==> src/rtl/dram_rfsh_pkg.sv <==
package dram_rfsh_pkg;

  typedef enum logic [1:0] {
    PS_RUN  = 2'd0,
    PS_SELF = 2'd1,
    PS_WAKE = 2'd2
  } pwr_state_t;

  // Picoseconds to whole clock cycles, rounded up.
  function automatic int cyc_ceil(input int t_ps, input int clk_ps);
    return (t_ps + clk_ps - 1) / clk_ps;
  endfunction

endpackage

==> src/rtl/rfsh_interval_timer.sv <==
module rfsh_interval_timer #(
  parameter int REFI_CYC = 1300,
  parameter int GAP_CYC  = 11717,
  parameter int LEAD     = 32
) (
  input  logic clk,
  input  logic rst_n,
  input  logic run,
  input  logic restart,
  output logic tick,
  output logic gap_near
);
  localparam int RW = $clog2(REFI_CYC + 1);
  localparam int GW = $clog2(GAP_CYC + 1);
  localparam logic [RW-1:0] REFI_LAST = RW'(REFI_CYC - 1);
  localparam logic [GW-1:0] GAP_TOP   = GW'(GAP_CYC);
  localparam logic [GW-1:0] GAP_WARN  = GW'(GAP_CYC - LEAD);

  logic [RW-1:0] refi_q, refi_d;
  logic [GW-1:0] gap_q, gap_d;

  always_comb begin
    tick = run && (refi_q == REFI_LAST);
    if (!run || tick) refi_d = '0;
    else              refi_d = refi_q + 1'b1;

    if (!run || restart)      gap_d = '0;
    else if (gap_q == GAP_TOP) gap_d = gap_q;
    else                      gap_d = gap_q + 1'b1;
  end

  assign gap_near = run && (gap_q >= GAP_WARN);

  always_ff @(posedge clk or negedge rst_n) begin
    if (!rst_n) begin
      refi_q <= '0;
      gap_q  <= '0;
    end else begin
      refi_q <= refi_d;
      gap_q  <= gap_d;
    end
  end
endmodule

==> src/rtl/rfsh_debt_ctr.sv <==
module rfsh_debt_ctr #(
  parameter int MAX_DEBT = 8,
  parameter int DW       = 5
) (
  input  logic                 clk,
  input  logic                 rst_n,
  input  logic                 run,
  input  logic                 add,
  input  logic                 sub,
  output logic                 owed,
  output logic                 at_cap,
  output logic                 pull_ok,
  output logic                 none_owed,
  output logic signed [DW-1:0] debt
);
  localparam logic signed [DW-1:0] D_MAX = DW'(MAX_DEBT);
  localparam logic signed [DW-1:0] D_MIN = -D_MAX;
  localparam logic signed [DW-1:0] D_ONE = DW'(1);

  logic signed [DW-1:0] debt_q, debt_d;
  logic add_eff;

  always_comb begin
    add_eff = add && (debt_q != D_MAX);
    debt_d  = debt_q;
    if (!run)                debt_d = '0;
    else if (add_eff && !sub) debt_d = debt_q + D_ONE;
    else if (!add_eff && sub) debt_d = debt_q - D_ONE;
  end

  assign owed      = debt_q > 0;
  assign none_owed = !owed;
  assign at_cap    = debt_q == D_MAX;
  assign pull_ok   = debt_q > D_MIN;
  assign debt      = debt_q;

  always_ff @(posedge clk or negedge rst_n) begin
    if (!rst_n) debt_q <= '0;
    else        debt_q <= debt_d;
  end
endmodule

==> src/rtl/rfsh_pwr_seq.sv <==
module rfsh_pwr_seq
  import dram_rfsh_pkg::*;
#(
  parameter int TRFC_CYC = 12,
  parameter int TRP_CYC  = 3,
  parameter int XSNR_CYC = 13,
  parameter int XSRD_CYC = 200
) (
  input  logic       clk,
  input  logic       rst_n,
  input  logic       sr_req,
  input  logic       banks_idle,
  input  logic       issue_ok,
  input  logic       none_owed,
  output pwr_state_t state,
  output logic       rfc_busy,
  output logic       idle_ok,
  output logic       cmd_ready,
  output logic       rd_ready,
  output logic       cke
);
  localparam int FW = $clog2(TRFC_CYC + 1);
  localparam int PW = $clog2(TRP_CYC + 1);
  localparam int XW = $clog2(XSRD_CYC + 1);
  localparam logic [FW-1:0] RFC_LOAD = FW'(TRFC_CYC);
  localparam logic [PW-1:0] RP_TOP   = PW'(TRP_CYC);
  localparam logic [XW-1:0] XS_NR    = XW'(XSNR_CYC);
  localparam logic [XW-1:0] XS_LAST  = XW'(XSRD_CYC - 1);

  pwr_state_t    st_q, st_d;
  logic [FW-1:0] rfc_q, rfc_d;
  logic [PW-1:0] idle_q, idle_d;
  logic [XW-1:0] xs_q, xs_d;
  logic          enter_ok;

  assign rfc_busy = rfc_q != '0;
  assign idle_ok  = idle_q == RP_TOP;
  assign enter_ok = sr_req && none_owed && !rfc_busy && idle_ok && !issue_ok;

  always_comb begin
    if (issue_ok)      rfc_d = RFC_LOAD;
    else if (rfc_busy) rfc_d = rfc_q - 1'b1;
    else               rfc_d = rfc_q;

    if (!banks_idle)       idle_d = '0;
    else if (idle_ok)      idle_d = idle_q;
    else                   idle_d = idle_q + 1'b1;

    xs_d = (st_q == PS_WAKE) ? xs_q + 1'b1 : '0;

    st_d = st_q;
    unique case (st_q)
      PS_RUN:  if (enter_ok) st_d = PS_SELF;
      PS_SELF: if (!sr_req)  st_d = PS_WAKE;
      PS_WAKE: if (xs_q == XS_LAST) st_d = PS_RUN;
      default: st_d = PS_RUN;
    endcase
  end

  assign state     = st_q;
  assign cke       = st_q != PS_SELF;
  assign rd_ready  = (st_q == PS_RUN) && !rfc_busy;
  assign cmd_ready = rd_ready || ((st_q == PS_WAKE) && (xs_q >= XS_NR));

  always_ff @(posedge clk or negedge rst_n) begin
    if (!rst_n) begin
      st_q   <= PS_RUN;
      rfc_q  <= '0;
      idle_q <= '0;
      xs_q   <= '0;
    end else begin
      st_q   <= st_d;
      rfc_q  <= rfc_d;
      idle_q <= idle_d;
      xs_q   <= xs_d;
    end
  end
endmodule

==> src/rtl/dram_refresh_sched.sv <==
module dram_refresh_sched
  import dram_rfsh_pkg::*;
#(
  parameter int CLK_PS      = 6000,
  parameter int DENSITY_512 = 1,
  parameter int TRFC_PS     = 72000,
  parameter int TXSNR_PS    = 75000,
  parameter int TRP_PS      = 18000,
  parameter int TXSRD_CYC   = 200,
  parameter int MAX_DEBT    = 8,
  parameter int URGENT_LEAD = 32
) (
  input  logic clk,
  input  logic rst_n,
  input  logic banks_idle,
  input  logic rf_issue,
  input  logic sr_req,
  output logic rf_req,
  output logic rf_urgent,
  output logic rf_allow,
  output logic cke,
  output logic cmd_ready,
  output logic rd_ready
);
  localparam int REFI_PS  = (DENSITY_512 != 0) ? 7800000  : 15625000;
  localparam int GAP_PS   = (DENSITY_512 != 0) ? 70300000 : 140600000;
  localparam int REFI_CYC = cyc_ceil(REFI_PS, CLK_PS);
  localparam int GAP_CYC  = cyc_ceil(GAP_PS, CLK_PS);
  localparam int TRFC_CYC = cyc_ceil(TRFC_PS, CLK_PS);
  localparam int TRP_CYC  = cyc_ceil(TRP_PS, CLK_PS);
  localparam int XSNR_CYC = cyc_ceil(TXSNR_PS, CLK_PS);
  localparam int DEBT_W   = $clog2(MAX_DEBT + 1) + 1;

  pwr_state_t               state;
  logic                     run, tick, gap_near, issue_ok;
  logic                     owed, at_cap, pull_ok, none_owed;
  logic                     rfc_busy, idle_ok;
  logic signed [DEBT_W-1:0] debt_w;

  assign run      = state == PS_RUN;
  assign rf_allow = run && !rfc_busy && idle_ok && pull_ok;
  assign issue_ok = rf_issue && rf_allow;

  rfsh_interval_timer #(
    .REFI_CYC (REFI_CYC),
    .GAP_CYC  (GAP_CYC),
    .LEAD     (URGENT_LEAD)
  ) u_timer (
    .clk      (clk),
    .rst_n    (rst_n),
    .run      (run),
    .restart  (issue_ok),
    .tick     (tick),
    .gap_near (gap_near)
  );

  rfsh_debt_ctr #(
    .MAX_DEBT (MAX_DEBT),
    .DW       (DEBT_W)
  ) u_debt (
    .clk       (clk),
    .rst_n     (rst_n),
    .run       (run),
    .add       (tick),
    .sub       (issue_ok),
    .owed      (owed),
    .at_cap    (at_cap),
    .pull_ok   (pull_ok),
    .none_owed (none_owed),
    .debt      (debt_w)
  );

  rfsh_pwr_seq #(
    .TRFC_CYC (TRFC_CYC),
    .TRP_CYC  (TRP_CYC),
    .XSNR_CYC (XSNR_CYC),
    .XSRD_CYC (TXSRD_CYC)
  ) u_pwr (
    .clk        (clk),
    .rst_n      (rst_n),
    .sr_req     (sr_req),
    .banks_idle (banks_idle),
    .issue_ok   (issue_ok),
    .none_owed  (none_owed),
    .state      (state),
    .rfc_busy   (rfc_busy),
    .idle_ok    (idle_ok),
    .cmd_ready  (cmd_ready),
    .rd_ready   (rd_ready),
    .cke        (cke)
  );

  assign rf_urgent = run && (at_cap || gap_near);
  assign rf_req    = run && (owed || gap_near);
endmodule

==> config.mk <==
export PLATFORM = sky130hd
export DESIGN_NAME = dram_refresh_sched
export DESIGN_NICKNAME = d
export VERILOG_FILES = /design/src/rtl/dram_rfsh_pkg.sv /design/src/rtl/rfsh_interval_timer.sv /design/src/rtl/rfsh_debt_ctr.sv /design/src/rtl/rfsh_pwr_seq.sv /design/src/rtl/dram_refresh_sched.sv
export SDC_FILE = /design/constraint.sdc
export NUM_CORES = 1
export LEC_CHECK = 0
export ABC_AREA = 1
export BUFFER_PORTS_ARGS = -buffer_cell sky130_fd_sc_hd__clkbuf_2
export CORE_MARGIN = 2
export CORE_UTILIZATION = 50
export CTS_CLUSTER_DIAMETER = 200
export CTS_CLUSTER_SIZE = 28
export DETAILED_ROUTE_END_ITERATION = 8
export PLACE_DENSITY = 0.72
export SLEW_MARGIN = 20
export SYNTH_ARGS = -nofsm -noshare
export SYNTH_HDL_FRONTEND = slang
export SYNTH_SLANG_ARGS = --single-unit
==> constraint.sdc <==
create_clock -name clk -period 2.9 [get_ports clk]
set_clock_uncertainty 0.05 [all_clocks]
set_input_delay 0.29 -clock clk [delete_from_list [all_inputs] [get_ports clk]]
set_output_delay 0.29 -clock clk [all_outputs]
set_load 0.02 [all_outputs]
After elaboration in Yosys (flattened, before gate mapping):

Cells that the tools add are included.

* add/subtract/negate cells: 7
* $lt $le $gt $ge: 4
* equal/unequal tests: 15
* mux-type cells: 15
* reductions and logical operators: 30

Operator list (count)
* $mux 14: 2
* $logic_and 1x1->1: 16
* $mux 5: 3
* $add 14x1->14 const B: 1
* $eq 14x14->1 const B: 1
* $ge 14x14->1 const B: 1
* $add 11x1->11 const B: 1
* $eq 11x11->1 const B: 1
* $mux 11: 1
* $mux 2: 5
* $add 8x1->8 const B: 1
* $eq 8x8->1 const B: 1
* $ge 8x4->1 const B: 1
* $mux 4: 2
* $mux 8: 1
* $ne 2x1->1 const B: 3
* $ne 2x2->1 const B: 3
* $pmux 2 s3: 1
* $add 5x2->5 const B: 1
* $eq 5x5->1 const B: 1
* $gt 5x1->1 const B: 1
* $gt 5x4->1 const B: 1
* $logic_not 1->1: 5
* $logic_or 1x1->1: 5
* other kinds (11): 12

* register bits after elaboration: 46
* input bits: 5
* output and inout port bits: 6
* word-level logic and storage cells: 78

Depth between registers and ports, before layout:

Gate-level depths: netlist of the first run.

* word-level depth: 10
* depth in mapped cells: 17
* mapped depth without buffers: 17

Hierarchy:

Synthesis of the first run repeated with hierarchy kept, for this count alone.

* cells, all modules: 390
* area total of the unflattened synthesis: 2892.8 µm²

Modules (own cells, without submodules)
* rfsh_interval_timer: times used 1, cells each 205, area an instance 1483.9 µm², seq. area each 625.6 µm²
* rfsh_pwr_seq: times used 1, cells each 116, area an instance 884.6 µm², seq. area each 400.4 µm²
* rfsh_debt_ctr: times used 1, cells each 57, area an instance 476.7 µm², seq. area each 125.1 µm²
* dram_refresh_sched: times used 1, cells each 12, area an instance 47.5 µm², seq. area each 0.0 µm²

Worst setup path before layout of the first run:

No wires, ideal clock.

* path type: register to register
* start: register u_pwr.rfc_q[0]
* end: register u_debt.debt_q[4] (netlist: u_debt.debt[4])
* library setup time: 117 ps
* data arrival time: 1936 ps
* data required time: 2733 ps
* slack: 797 ps
* stages on the path, launching flop included: 16
* buffers on the path: 0
* period minus slack after synthesis: 2103 ps
* cell sequence: dfrtp_1 > inv_1 > ha_1 > nand3_4 > nor2_4 > nand3_4 > nand2_4 > ha_1 > a21oi_1 > nand3_1 > nand2_1 > inv_1 > nand2_1 > nand2_1 > nand3_1 > nand2_1

* cells in the longest elaborated chain, start to end: 10
* elaborated cells between the ends (all ways): 12
* those cells by class: eq/ne (1); mux (2); reduce/logical (9)

RTL lines
* start: declaration: RTL line rfsh_pwr_seq.sv:31 `logic [FW-1:0] rfc_q, rfc_d;`
* start signal: assignment: RTL line rfsh_pwr_seq.sv:73 `rfc_q <= rfc_d;`
* $reduce_bool 4->1 *: RTL line rfsh_pwr_seq.sv:36 `assign rfc_busy = rfc_q != '0;`
* $logic_not 1->1 *: RTL line dram_refresh_sched.sv:41 `assign rf_allow = run && !rfc_busy && idle_ok && pull_ok;`
* $logic_and 1x1->1 * (3 in series): RTL line dram_refresh_sched.sv:41
* $logic_and 1x1->1 *: RTL line dram_refresh_sched.sv:42 `assign issue_ok = rf_issue && rf_allow;`
* $logic_not 1->1: RTL line rfsh_debt_ctr.sv:27 `else if (add_eff && !sub) debt_d = debt_q + D_ONE;`
* $logic_and 1x1->1: RTL line rfsh_debt_ctr.sv:27
* $mux 5: RTL line rfsh_debt_ctr.sv:27
* $mux 5: RTL line rfsh_debt_ctr.sv:26 `if (!run) debt_d = '0;`
* end signal: assignment: RTL line rfsh_debt_ctr.sv:39 `else debt_q <= debt_d;`
* end: declaration: RTL line rfsh_debt_ctr.sv:20 `logic signed [DW-1:0] debt_q, debt_d;`

Every way passes the cells marked *; elsewhere a longest branch is shown, timed or not.
A chain may end at the register's enable or synchronous reset.

Worst setup path in the final report of the first run:

* start: register u_timer.gap_q[8]
* end: output rf_urgent

* cells in the longest elaborated chain, start to end: 4

RTL lines
* start: declaration: RTL line rfsh_interval_timer.sv:20 `logic [GW-1:0] gap_q, gap_d;`
* start signal: assignment: RTL line rfsh_interval_timer.sv:40 `gap_q <= gap_d;`
* $ge 14x14->1: RTL line rfsh_interval_timer.sv:32 `assign gap_near = run && (gap_q >= GAP_WARN);`
* $logic_and 1x1->1: RTL line rfsh_interval_timer.sv:32
* $logic_or 1x1->1: RTL line dram_refresh_sched.sv:93 `assign rf_urgent = run && (at_cap || gap_near);`
* $logic_and 1x1->1: RTL line dram_refresh_sched.sv:93
* end: declaration: RTL line dram_refresh_sched.sv:19 `output logic rf_urgent,`

Every way passes these cells.

==> results of run 1 <==
==> metrics by stage <==
step	worst slack, ns	hold WS [ns]
after CTS	0.603	0.137
after global routing	0.301	0.184
after detailed placement	0.645	0.272
final	0.613	0.152
after floorplan	0.797	-0.0556
after global placement	0.706	0.268
==> worst max-delay path, cell delays in order (launching register included) <==
cell and delay [ns]:
dfrtp_1 0.39, inv_1 0.08, nor2_1 0.11, nor3b_1 0.43
nand4_1 0.16, nand3_1 0.16, nor2_1 0.05, nor2_1 0.09
clkbuf_2 0.18
==> routing by layer <==
| metal | global-route usage, % | wire length, um |
|---|---|---|
| met5 | 0 | 0 |
| met4 | 7.82 | 87 |
| met3 | 3.29 | 142 |
| met2 | 31.0 | 2270 |
| met1 | 25.5 | 2330 |
==> cell families (layout without fill, tap and decap cells) <==
| group | Yosys count | count (layout) | synth area share (%) |
|---|---|---|---|
| AND/OR/NAND/NOR | 167 | 167 | 29.8 |
| flip-flops | 46 | 46 | 43.3 |
| AO/OA/AOI/OAI | 47 | 47 | 8.98 |
| buffers and inverters | 49 | 69 | 7.01 |
| XOR/XNOR | 11 | 11 | 3.62 |
| adder cells (fa/ha/maj) | 15 | 15 | 7.33 |
==> layout make-up <==
type,instances,area share (%)
Clock buffer,5,2.36
Clock inverter,3,0.860
Inverter,49,6.41
Multi-Input combinational cell,240,45.5
Sequential cell,46,39.6
Tap cell,70,3.01
Timing Repair Buffer,12,2.32
==> flip-flops by register name, indices dropped and copies added (netlist names) <==
name / cells
u_pwr.rfc_q: 4
u_pwr.xs_q: 8
u_pwr.idle_q: 2
u_debt.debt: 5
u_pwr.state: 2
u_timer.gap_q: 14
u_timer.refi_q: 11
==> cells in the final DEF, fill, tap and decap left out, types with 2 or more instances in the layout <==
master,synthesis,routed
xor2_1,8,8
nand3_1,27,27
nor3_1,10,10
dfrtp_1,46,46
nand2_1,59,59
inv_1,47,47
nor3b_1,2,2
o21ai_0,20,20
clkbuf_2,0,10
o21ai_1,2,2
nor2_1,50,50
clkbuf_8,0,5
a21oi_1,23,23
ha_1,14,14
nor2_2,2,2
nand2_4,3,3
nand3_4,2,2
nand4_1,5,5
xnor2_1,3,3
==> path summary, 6_finish.rpt <==
kind | start | cells past startpoint | end | slack (ns)
max | u_timer.gap_q[8] | 8 | rf_urgent | 0.61
min | banks_idle | 3 | u_pwr.idle_q[1] | 0.15
max reg2reg | u_timer.refi_q[0] | 15 | u_debt.debt[4] | 0.64
min reg2reg | u_timer.refi_q[0] | 1 | u_timer.refi_q[0] | 0.42
max in group asynchronous | rst_n | 3 | u_timer.refi_q[4] | 1.62
min in group asynchronous | rst_n | 2 | u_timer.gap_q[5] | 0.46
==> power breakdown <==
group | total, uW | switching, uW | internal, uW
clock network | 404 | 230 | 174
registers | 650 | 3.63 | 646
logic | 29.3 | 20.9 | 8.44
==> flow_metrics.tcl, run 1 <==
set metrics [dict create \
    fillers 464 \
    setup_violations 0 \
    synth_cells 335 \
    placementRows 26 \
    dr.pass1.iters 4 \
    ys_types 29 \
    wl_mm 4.82 \
    gp_congestion 0.923 \
    leakagePower_uw 0.00135 \
    postSynthAreaPerCell_um2 7.94 \
    wl_per_cell_um 11.4 \
    critPathArrivalTime_ns 1.95 \
    cts_hold_buf 1 \
    cts_tree "built" \
    synthArstFlopShare_pct 100 \
    clockBufferDepth 2 \
    io_buffers 10 \
    ys_seq_area_share_pct 43.3 \
    power.total_uw 1080 \
    core_area_um2 5110 \
    antenna_found_initial 0 \
    fin_util_pct 57.0 \
    timing_worst_setup_path_type "register to primary output" \
    cp_max_fo 3 \
    path_clk_slew_ns 0.09 \
    synth_edf_count 0 \
    pin_count 11 \
    overflow 0 \
    fin_crit_sh_pct 78.9 \
    root_buffer "clkbuf_8" \
    dr.first_iter.drc_count 139 \
    multiInputGateArea_um2 1320 \
    h-tree-depth 2 \
    route.detailed.drc 0 \
    stdcell_area_um2 2910 \
    netlist_top_cells_count "nand2_1, nor2_1, inv_1, dfrtp_1, nand3_1" \
    clock_sinks 46 \
    via_per_inst 5.12 \
    synth_top_area_share_pct 43.3 \
    dieWidth_um 77.0 \
    numCtsBuffers 5 \
    regArea_um2 1150 \
    min_path_type "primary input to register" \
    dieArea_um2 5920 \
    endpoint_kind "primary output" \
    vias 2178 \
    clk_latency_ns 0.30 \
    min_period_ns 2.29 \
    postCtsSetupBuffers 0 \
    drive_above_1_share_pct 9.58 \
    grt_max_degree 25 \
    final_hold_viol_count 0 \
    synth.most_common_cell "nand2_1" \
    netlist_top_cells_area "dfrtp_1, nand2_1, nor2_1" \
    grt_pass1_wl_mm 9.36 \
    num_antenna_cells 0 \
    syn2layout_area_growth_pct 9.36 \
    ys_warn_count 0 \
    placed_cells 416 \
    relSlewSlack_pct 61.7 \
    critical_path.startpoint_type "register" \
    finalNetCount 374 \
    required_ns 2.56 \
    final_cell_count_no_fill 425 \
    synth_ff_type "dfrtp_1" \
    die_y_um 77.0 \
    tns_ns 0 \
    synth_seq_cells 46 \
    ant_nets 0 \
    rsz0062_at_grt "no" \
    yosysTopAreaCell "dfrtp_1" \
    maxCapViolCount 0 \
    detailed_place_hpwl_mm 3.70 \
    drv_slew 0 \
    power.density_nw_per_um2 372 \
    ctsResizeCount 0 \
    initial_core_util_pct 52.1 \
    track_usage_pct 19.1 \
    fmax_mhz 437 \
    place_area_um2 2810 \
    worst_pin_slew_ns 0.575 \
    synth_nets 355 \
    grt_pass1_vias 2186 \
    vdd_drop_max_mv 0.199 \
    status "finished, final reports clean" \
    syn-cell-area_um2 2660 \
]
Power figures use the tool's default switching activity.
==> run 2: changes to the inputs <==
--- a/config.mk
+++ b/config.mk
@@ -5,14 +5,14 @@
 export SDC_FILE = /design/constraint.sdc
 export NUM_CORES = 1
 export LEC_CHECK = 0
-export ABC_AREA = 1
+export ABC_AREA = 0
 export BUFFER_PORTS_ARGS = -buffer_cell sky130_fd_sc_hd__clkbuf_2
 export CORE_MARGIN = 2
 export CORE_UTILIZATION = 50
 export CTS_CLUSTER_DIAMETER = 200
 export CTS_CLUSTER_SIZE = 28
 export DETAILED_ROUTE_END_ITERATION = 8
-export PLACE_DENSITY = 0.72
+export PLACE_DENSITY = 0.74
 export SLEW_MARGIN = 20
 export SYNTH_ARGS = -nofsm -noshare
 export SYNTH_HDL_FRONTEND = slang
==> constraint.sdc (replaced) <==
create_clock -name clk -period 2 [get_ports clk]
set_clock_uncertainty 0.05 [all_clocks]
set_input_delay 0.2 -clock clk [delete_from_list [all_inputs] [get_ports clk]]
set_output_delay 0.2 -clock clk [all_outputs]
set_load 0.02 [all_outputs]
==> flow_metrics.tcl, run 2 <==
set metrics [dict create \
    status "complete, but fails checks" \
    violations "setup timing" \
    ys_seq_area_share_pct 45.5 \
    min_path_type "primary input to register" \
    detailed_place_hpwl_mm 3.85 \
    p_int_uw 1250 \
    critPathArrivalTime_ns 2.83 \
    drv_slew 0 \
    maxCapViolCount 0 \
    ys_warn_count 0 \
    overflow 0 \
    root_buffer "clkbuf_8" \
    netlist_top_cells_count "dfrtp_1, nor2_1, nand3_1, xor2_1" \
    fmax_mhz 370 \
    regMostFlops "u_timer.gap_q" \
    ant_nets 0 \
    num_antenna_cells 0 \
    numCtsBuffers 5 \
    top_regs "u_timer.gap_q x14, u_timer.refi_q x11, u_pwr.xs_q x8" \
    clock_power_share_pct 36.1 \
    initial_core_util_pct 52.9 \
    antenna_found_initial 0 \
    finalWorstSetupSlack_ns -0.705 \
    tns_ns -2.51 \
    synth_top_area_share_pct 45.5 \
    postSynthAreaPerCell_um2 9.73 \
    h-tree-depth 2 \
    p_comb_share_pct 4.5 \
    vias 2053 \
    final_cell_mix "buf_4, dfrtp_1, nor2_1, nand3_1, xor2_1" \
    dr.first_iter.drc_count 139 \
    syn-cell-area_um2 2530 \
    p_sw_uw 336 \
    synth_nets 280 \
    pin_count 11 \
    track_usage_pct 20.6 \
    grt_max_degree 26 \
    synth_seq_cells 46 \
    swShare_pct 21.2 \
    largest_reg_flops 14 \
    dr.pass1.iters 5 \
    met1_usage_pct 27.9 \
    top_usage_layer "met2" \
    gp_congestion 0.829 \
    power_frac_seq_pct 59.5 \
    netlist_top_cells_area "dfrtp_1, ha_1, nor2_1" \
    wl_mm 5.37 \
    power.total_uw 1590 \
    required_ns 2.12 \
    cp_max_fo 5 \
    clock_sinks 46 \
    ys_types 48 \
    clockBufferDepth 2 \
    io_buffers 10 \
    vdd_drop_max_mv 0.421 \
    timing_worst_setup_path_type "register to register" \
    path_clk_slew_ns 0.08 \
    clk_latency_ns 0.29 \
    route.detailed.drc 0 \
    syn2layout_area_growth_pct 30.8 \
    die_y_um 75.1 \
    globalRouteMet2Util_pct 32.7 \
    leakagePower_uw 0.00152 \
    final_common_cell "buf_4" \
    yosysTopAreaCell "dfrtp_1" \
    final_hold_viol_count 0 \
    synth_edf_count 0 \
    synth_cells 260 \
    fin_crit_sh_pct 135 \
    via_per_inst 5.22 \
    core_area_um2 4790 \
    placed_cells 375 \
    worst_pin_slew_ns 0.596 \
    power.density_nw_per_um2 479 \
    synth_ff_type "dfrtp_1" \
    grt_pass1_vias 1978 \
    final_cell_count_no_fill 393 \
    placementRows 25 \
    dieWidth_um 75.1 \
    rsz0062_at_grt "yes" \
    wl_per_cell_um 13.7 \
    synth.most_common_cell "dfrtp_1" \
    synthArstFlopShare_pct 100 \
    min_period_ns 2.70 \
    setup_violations 9 \
    relSlewSlack_pct 60.3 \
    grt_pass1_wl_mm 8.83 \
    cts_tree "built" \
    met3_usage_pct 4.02 \
    dieArea_um2 5640 \
    critical_path.startpoint_type "register" \
    finalNetCount 345 \
    drive_above_1_share_pct 28.5 \
    endpoint_kind "register" \
]
## run 2: stage by stage
stage                     hold slack, ns  utilization [%]  setup WS [ns]  instance area [um^2]
after floorplan                   -0.146                -         -0.708                  2600
after global placement             0.177             63.7         -0.614                  3050
after detailed placement           0.181             63.7         -0.722                  3050
after CTS                         0.0724             67.0         -0.675                  3210
after global routing              0.0703             69.1         -0.800                  3310
final                             0.0792             69.1         -0.705                  3310
## run 2: worst paths after layout
check / cells past startpoint / to / from / slack (ns)
worst max-delay path: 11 / u_debt.debt[4] / u_pwr.rfc_q[0] / -0.70
worst min-delay path: 2 / u_pwr.state[1] / sr_req / 0.08
worst max register to register: 11 / u_debt.debt[4] / u_pwr.rfc_q[0] / -0.70
worst min register to register: 1 / u_pwr.xs_q[0] / u_pwr.xs_q[0] / 0.47
max in group asynchronous: 3 / u_debt.debt[3] / rst_n / 0.97
min in group asynchronous: 2 / u_timer.refi_q[5] / rst_n / 0.39
## run 2: layer usage
| metal | vias up | routed length (um) | share of wire (%) |
|---|---|---|---|
| met5 | - | 0 | 0 |
| met4 | 0 | 51 | 0.95 |
| met3 | 4 | 179 | 3.3 |
| met2 | 44 | 2650 | 49 |
| met1 | 976 | 2490 | 46 |
| li1 | 1029 | - | - |
## run 2: worst max-delay path: stages, from the launching register on
cell and delay (ns):
dfrtp_1 0.40, inv_2 0.08, ha_4 0.13, or3b_4 0.39
a211oi_4 0.27, a21oi_2 0.11, nand2_4 0.12, ha_4 0.21
a21o_1 0.16, a21oi_2 0.12, mux2i_1 0.20, mux2_1 0.34
## run 2: repair_timing
item / in CTS / in global routing
pin swaps: 4 / 5
cloned: 0 / 0
hold buffers: 1 / 0
buffers inserted: 2 / 8
endpoints found under the setup margin: 8 / 23
resized for setup: 11 / 14
endpoints found under the hold margin: 21 / 0
## run 2: final cells by class
type                            instances  area (um^2)
Fill cell                             346         1480
Inverter                               11         41.3
Timing Repair Buffer                   61          489
Multi-Input combinational cell        200         1450
Tap cell                               67         83.8
Sequential cell                        46         1150
Clock inverter                          1         5.00
Clock buffer                            7         86.3
## run 2: power groups by stage
| stage | clock network, uW | registers, uW | logic (uW) |
|---|---|---|---|
| 2_1_floorplan | 0 | 961 | 26.3 |
| 3_3_place_gp | 0 | 961 | 67.4 |
| 3_5_place_dp | 0 | 961 | 69.4 |
| 4_1_cts | 591 | 943 | 71.3 |
| 5_1_grt | 629 | 943 | 80.7 |
| 6_report | 572 | 943 | 71.0 |
## run 2: cell families (layout without fill, tap and decap cells)
logic type / Yosys count / count (layout) / synth area share (%)
DFF: 46 / 46 / 45.5
AOI/OAI and AO/OA: 32 / 32 / 8.75
adders and majority gates: 15 / 15 / 7.72
xor gates and xnor gates: 31 / 31 / 10.7
buffers and inverters: 14 / 80 / 2.18
muxes: 4 / 4 / 1.63
and+or+nand+nor: 118 / 118 / 23.5
